==> src/rtl/qws_pkg.sv <==
package qws_pkg;
    typedef enum logic [1:0] {
        MODE_LEFT  = 2'b00,
        MODE_RIGHT = 2'b01,
        MODE_ROTR  = 2'b10,
        MODE_ROTL  = 2'b11
    } qws_mode_e;
endpackage

==> src/rtl/qws_left_path.sv <==
module qws_left_path #(
    parameter int DIGITS  = 4,
    parameter int DIGIT_W = 2,
    localparam int LANES  = DIGITS - 1,
    localparam int AW     = $clog2(DIGITS)
) (
    input  logic [DIGITS-1:0][DIGIT_W-1:0] word_i,
    input  logic [LANES-1:0][DIGIT_W-1:0]  lane_in_i,
    input  logic [AW-1:0]                  dist_i,
    output logic [DIGITS-1:0][DIGIT_W-1:0] word_o,
    output logic [LANES-1:0][DIGIT_W-1:0]  lane_out_o
);
    for (genvar i = 0; i < DIGITS; i++) begin : g_word
        logic [DIGITS-1:0][DIGIT_W-1:0] cand;
        for (genvar k = 0; k < DIGITS; k++) begin : g_dist
            if (i < k) begin : g_fill
                assign cand[k] = lane_in_i[i];
            end else begin : g_move
                assign cand[k] = word_i[i-k];
            end
        end
        assign word_o[i] = cand[dist_i];
    end

    for (genvar j = 0; j < LANES; j++) begin : g_lane
        logic [DIGITS-1:0][DIGIT_W-1:0] cand;
        for (genvar k = 0; k < DIGITS; k++) begin : g_dist
            if (j < k) begin : g_spill
                assign cand[k] = word_i[DIGITS-k+j];
            end else begin : g_zero
                assign cand[k] = '0;
            end
        end
        assign lane_out_o[j] = cand[dist_i];
    end
endmodule

==> src/rtl/qws_right_path.sv <==
module qws_right_path #(
    parameter int DIGITS  = 4,
    parameter int DIGIT_W = 2,
    localparam int LANES  = DIGITS - 1,
    localparam int AW     = $clog2(DIGITS)
) (
    input  logic [DIGITS-1:0][DIGIT_W-1:0] word_i,
    input  logic [LANES-1:0][DIGIT_W-1:0]  lane_in_i,
    input  logic [AW-1:0]                  dist_i,
    output logic [DIGITS-1:0][DIGIT_W-1:0] word_o,
    output logic [LANES-1:0][DIGIT_W-1:0]  lane_out_o
);
    for (genvar i = 0; i < DIGITS; i++) begin : g_word
        logic [DIGITS-1:0][DIGIT_W-1:0] cand;
        for (genvar k = 0; k < DIGITS; k++) begin : g_dist
            if (i >= DIGITS - k) begin : g_fill
                assign cand[k] = lane_in_i[i-1];
            end else begin : g_move
                assign cand[k] = word_i[i+k];
            end
        end
        assign word_o[i] = cand[dist_i];
    end

    for (genvar j = 0; j < LANES; j++) begin : g_lane
        logic [DIGITS-1:0][DIGIT_W-1:0] cand;
        for (genvar k = 0; k < DIGITS; k++) begin : g_dist
            if (j >= LANES - k) begin : g_spill
                assign cand[k] = word_i[j-(LANES-k)];
            end else begin : g_zero
                assign cand[k] = '0;
            end
        end
        assign lane_out_o[j] = cand[dist_i];
    end
endmodule

==> src/rtl/qws_rotate_path.sv <==
module qws_rotate_path #(
    parameter int DIGITS   = 4,
    parameter int DIGIT_W  = 2,
    parameter bit TOWARD_LSB = 1'b1,
    localparam int AW      = $clog2(DIGITS)
) (
    input  logic [DIGITS-1:0][DIGIT_W-1:0] word_i,
    input  logic [AW-1:0]                  dist_i,
    output logic [DIGITS-1:0][DIGIT_W-1:0] word_o
);
    for (genvar i = 0; i < DIGITS; i++) begin : g_word
        logic [DIGITS-1:0][DIGIT_W-1:0] cand;
        for (genvar k = 0; k < DIGITS; k++) begin : g_dist
            if (TOWARD_LSB) begin : g_ror
                assign cand[k] = word_i[(i+k) % DIGITS];
            end else begin : g_rol
                assign cand[k] = word_i[(i-k+DIGITS) % DIGITS];
            end
        end
        assign word_o[i] = cand[dist_i];
    end
endmodule

==> src/rtl/quad_word_shifter.sv <==
module quad_word_shifter
    import qws_pkg::*;
#(
    parameter int DIGITS  = 4,
    parameter int DIGIT_W = 2,
    localparam int LANES  = DIGITS - 1,
    localparam int AW     = $clog2(DIGITS),
    localparam int WW     = DIGITS * DIGIT_W,
    localparam int LW     = LANES * DIGIT_W
) (
    input  logic [WW-1:0] word_i,
    input  logic [AW-1:0] dist_i,
    input  logic [1:0]    mode_i,
    input  logic [LW-1:0] lane_in_i,
    output logic [WW-1:0] word_o,
    output logic [LW-1:0] lane_out_o
);
    typedef struct packed {
        logic [WW-1:0] word;
        logic [LW-1:0] lanes;
    } qws_res_t;

    logic [WW-1:0] left_word, right_word, ror_word, rol_word;
    logic [LW-1:0] left_lanes, right_lanes;
    qws_res_t      res_d;

    qws_left_path #(.DIGITS(DIGITS), .DIGIT_W(DIGIT_W)) u_left (
        .word_i    (word_i),
        .lane_in_i (lane_in_i),
        .dist_i    (dist_i),
        .word_o    (left_word),
        .lane_out_o(left_lanes)
    );

    qws_right_path #(.DIGITS(DIGITS), .DIGIT_W(DIGIT_W)) u_right (
        .word_i    (word_i),
        .lane_in_i (lane_in_i),
        .dist_i    (dist_i),
        .word_o    (right_word),
        .lane_out_o(right_lanes)
    );

    qws_rotate_path #(.DIGITS(DIGITS), .DIGIT_W(DIGIT_W), .TOWARD_LSB(1'b1)) u_ror (
        .word_i(word_i),
        .dist_i(dist_i),
        .word_o(ror_word)
    );

    qws_rotate_path #(.DIGITS(DIGITS), .DIGIT_W(DIGIT_W), .TOWARD_LSB(1'b0)) u_rol (
        .word_i(word_i),
        .dist_i(dist_i),
        .word_o(rol_word)
    );

    // Output stage: pick one path per mode; rotates never drive the lanes.
    always_comb begin
        res_d = '0;
        unique case (qws_mode_e'(mode_i))
            MODE_LEFT: begin
                res_d.word  = left_word;
                res_d.lanes = left_lanes;
            end
            MODE_RIGHT: begin
                res_d.word  = right_word;
                res_d.lanes = right_lanes;
            end
            MODE_ROTR: res_d.word = ror_word;
            MODE_ROTL: res_d.word = rol_word;
            default:   res_d = '0;
        endcase
    end

    assign word_o     = res_d.word;
    assign lane_out_o = res_d.lanes;
endmodule

==> config.mk <==
export PLATFORM = sky130hd
export DESIGN_NAME = quad_word_shifter
export DESIGN_NICKNAME = d
export VERILOG_FILES = /design/src/rtl/qws_pkg.sv /design/src/rtl/qws_left_path.sv /design/src/rtl/qws_right_path.sv /design/src/rtl/qws_rotate_path.sv /design/src/rtl/quad_word_shifter.sv
export SDC_FILE = /design/constraint.sdc
export NUM_CORES = 1
export LEC_CHECK = 0
export BUFFER_PORTS_ARGS = -buffer_cell sky130_fd_sc_hd__buf_2
export CAP_MARGIN = 0
export CORE_MARGIN = 2
export CORE_UTILIZATION = 36
export DETAILED_ROUTE_END_ITERATION = 8
export PLACE_DENSITY = 0.61
export SLEW_MARGIN = 10
export SYNTH_ARGS = -nofsm -noshare
export SYNTH_HDL_FRONTEND = slang
export SYNTH_SLANG_ARGS = --single-unit
==> constraint.sdc <==
create_clock -name vclk -period 3.35
set_input_delay 0.335 -clock vclk [all_inputs]
set_output_delay 0.335 -clock vclk [all_outputs]
set_load 0.05 [all_outputs]
==> metrics.sh <==
AREA_GROWTH_SYN_TO_LAYOUT_PCT=8.71
MAPPEDNETLISTNETS=162
STD_CELL_ROWS=19
SETUP.WORST_PATH.START_CLASS='input pin'
DRC=0
NUM_IO_PINS=32
ROUTE.VIAS.TOTAL=1084
HEIGHT_OF_THE_DIE_UM=56.5
POWER.DENSITY_nW_PER_UM2=193
INTERNAL_POWER_mW=0.0684
ANTENNADIODECOUNT=0
WORST_PATH_MAX_DELAY_CELL='sky130_fd_sc_hd__buf_2'
POST_DRT_WL_PER_CELL_UM=14.2
TOTAL_SWITCHING_POWER_mW=0.140
FIRST_GLOBAL_VIAS=1007
POST-SYNTH-TOP-AREA-FRACTION_PCT=28.3
TOTALNEGATIVESETUPSLACK_NS=0
IR_DROP_uV=99.6
DETAILEDROUTE.FIRSTITERATIONVIOLATIONS=21
UTILIZATION_PCT=40.1
MAX-CAP-VIOLATIONS=0
FINAL_PERIOD_MINUS_WORST_SETUP_SLACK_NS=2.43
GRT_FIRST_PASS_WIRELENGTH_UM=4560
WORST-PATH-MAX-FANOUT=43
POST_SYNTH_INST_COUNT=144
PATH_COMMON_CELL='sky130_fd_sc_hd__buf_2'
FINALCRITPERIODSHARE_PCT=72.6
GRT_ANTENNA_BEFORE_REPAIR=0
SETUP.WORST_PATH.END_CLASS='output port'
SYNTHMUXAREASHARE_PCT=33.2
OUTCOME='complete, no violations'
DPL.HPWL_UM=1850
FINAL_DESIGN_AREA_NO_FILL_UM2=1080
FLOORPLAN.INITIALDENSITY_PCT=36.9
FIN_HOLD_WS_NS=1.20
PLACE.PORT_BUFFERS=32
FF_LATCH_AREA_UM2=0
POST-CTS-SETUP-BUFFER-COUNT=0
GP_CONGESTION=0.747
P_LEAK_nW=0.508
SYNTH_TOP_FAMILY_BY_AREA='multiplexers'
SEQUENTIALPOWERSHARE_PCT=0
YOSYSUNIQUECELLTYPES=40
MEAN_AREA_PER_SYNTHESIZED_CELL_UM2=6.88
SYNTH_TOP_AREA_CELL='sky130_fd_sc_hd__mux2i_1'
SYNTH.CELL_AREA_UM2=991
NUM-NETS-FINAL=177
YS.WARNINGS.COUNT=0
TIMING.CRITICAL_PATH.SLOWEST_CELL_DELAY_NS=0.58
SEQ_AREA_FRAC_SYNTH_PCT=0
MIN_PATH_TYPE='in2out'
FRACTION_OF_LAYOUT_CELLS_WITH_A_SIZE_SUFFIX_ABOVE_1_PCT=24.2
GRT_OVERFLOW=0
GRT_USE_TOTAL_PCT=16.5
VIAS_PER_CELL=5.77
UNREPAIRED_SETUP_ENDPOINTS_AFTER_GLOBAL_ROUTING='false'
SWITCHING_POWER_SHARE_OF_THE_TOTAL_PCT=67.2
SYNTH_COMPOUND_GATE_AREA_SHARE_PCT=24.7
DPL_CELL_AREA_UM2=1080
FINAL_HOLD_VIOL_COUNT=0
FINAL_MAX_SLEW_VIOL_COUNT=0
YS_TOP_CELLS_BY_AREA='sky130_fd_sc_hd__mux2i_1 (28%), sky130_fd_sc_hd__nand2_1 (6.4%), sky130_fd_sc_hd__a21oi_1 (5.6%), sky130_fd_sc_hd__a211oi_1 (4.5%), sky130_fd_sc_hd__nand2b_1 (4.4%)'
DIE_WIDTH_UM=56.5
DIE-AREA_UM2=3190
N_CLOCK_BUFFER=0
SYNTH_SIMPLE_GATE_AREA_SHARE_PCT=27.7
WORSTMARGINPINSLEW_NS=0.758
POWER.TOTAL_mW=0.208
COREAREA_UM2=2690
WORSTPATHREQUIRED_NS=3.01
CLOCK_POWER_SHARE_PCT=0
CRITICAL_PATH.CELL_CHAIN='buf_2 > mux2_4 > or3_1 > a21oi_1 > mux2i_1 > buf_2'
DATA_ARRIVAL_CRITICAL_PATH_NS=2.10
ANTENNA_LEFT=0
COMB_POWER_SHARE_PCT=100.0
ACHIEVABLE-FREQUENCY_MHz=411
PATH_CLASS='in2out'
MAXSLEWHEADROOM_PCT=49.4
HOLD_BUFFERS=0
POST_CTS.RESIZED_INSTANCES=0
ADDER_AND_MAJORITY_GATE_PORTION_OF_THE_SYNTHESIZED_AREA_PCT=0
SYNTH_XOR_XNOR_AREA_SHARE_PCT=2.53
FINAL-SETUP-VIOL-COUNT=0
ROUTED_WL_UM=2670
DETAIL_ROUTE.FIRST_PASS.ITERATIONS=4
LARGEST_NET_DEGREE_AT_THE_START_OF_GLOBAL_ROUTING=44
SEQ_CELL_COUNT=0
-- path summary, 6_finish.rpt --
check	from	end	slack [ns]	depth (start not counted)
worst max-delay path	dist_i[0]	word_o[4]	0.92	6
worst min-delay path	word_i[7]	lane_out_o[5]	1.20	4
-- kinds of logic after synthesis --
kind of cell,Yosys count
xor+xnor,2
buf+inv,20
simple gates,54
mux,31
compound gates,37
-- cell type report --
type | count | area [um2]
fillers | 289 | 1610
inverters | 1 | 3.75
multi-input cells | 124 | 875
well taps | 31 | 38.8
repair buffers | 32 | 160
-- worst max-delay path: cells and delay by family --
family | cells | cell delay, ns
AO/OA/AOI/OAI | 1 | 0.14
multiplexers | 2 | 0.44
AND/OR/NAND/NOR | 1 | 0.37
buffers and inverters | 2 | 0.81
-- cell usage after synthesis, types with 2 or more instances --
cell type	n
sky130_fd_sc_hd__nand2b_1	7
sky130_fd_sc_hd__and3_1	2
sky130_fd_sc_hd__buf_4	3
sky130_fd_sc_hd__a211oi_1	6
sky130_fd_sc_hd__buf_6	3
sky130_fd_sc_hd__nor2b_1	3
sky130_fd_sc_hd__a31oi_1	2
sky130_fd_sc_hd__o21ai_0	5
sky130_fd_sc_hd__nor2_1	11
sky130_fd_sc_hd__nand3b_1	2
sky130_fd_sc_hd__a21oi_1	11
sky130_fd_sc_hd__o221ai_1	2
sky130_fd_sc_hd__buf_2	7
sky130_fd_sc_hd__nand3_1	2
sky130_fd_sc_hd__nor3b_1	2
sky130_fd_sc_hd__o22ai_1	2
sky130_fd_sc_hd__a311oi_1	2
sky130_fd_sc_hd__nand2_1	17
sky130_fd_sc_hd__mux2i_1	28
sky130_fd_sc_hd__a211o_1	2
sky130_fd_sc_hd__clkbuf_1	6
-- layer usage --
metal / up-vias / share of wire [%] / global-route usage [%]
met5: - / 0 / 0
met4: 0 / 0 / 1.36
met3: 0 / 2.2 / 0.922
met2: 12 / 50 / 29.9
met1: 514 / 48 / 22.3
li1: 558 / - / -
-- placed cells by master (no fill, tap or decap), types with 2 or more instances in the layout --
cell type and n:
sky130_fd_sc_hd__a211o_1 2, sky130_fd_sc_hd__a211oi_1 6, sky130_fd_sc_hd__a21oi_1 11, sky130_fd_sc_hd__a311oi_1 2, sky130_fd_sc_hd__a31oi_1 2, sky130_fd_sc_hd__and3_1 2, sky130_fd_sc_hd__buf_2 32, sky130_fd_sc_hd__mux2i_1 28
sky130_fd_sc_hd__nand2_1 17, sky130_fd_sc_hd__nand2b_1 7, sky130_fd_sc_hd__nand3_1 2, sky130_fd_sc_hd__nand3b_1 2, sky130_fd_sc_hd__nor2_1 11, sky130_fd_sc_hd__nor2b_1 3, sky130_fd_sc_hd__nor3b_1 2, sky130_fd_sc_hd__o21ai_0 5
sky130_fd_sc_hd__o221ai_1 2, sky130_fd_sc_hd__o22ai_1 2
-- power by group through the flow --
stage,logic [mW],clock network [mW],registers (mW)
after global placement,0.205,0,0
after CTS,0.209,0,0
after global routing,0.226,0,0
final,0.208,0,0
after detailed placement,0.208,0,0
after floorplan,0.170,0,0
-- through the flow --
| step | instances | setup WS [ns] |
|---|---|---|
| finish | 188 | 0.918 |
| global route | 188 | 0.757 |
| CTS | 188 | 0.914 |
| detailed placement | 188 | 0.910 |
| global placement | 188 | 0.952 |
| floorplan | 144 | 0.453 |
No activity file was read; power rests on OpenSTA's default activity.
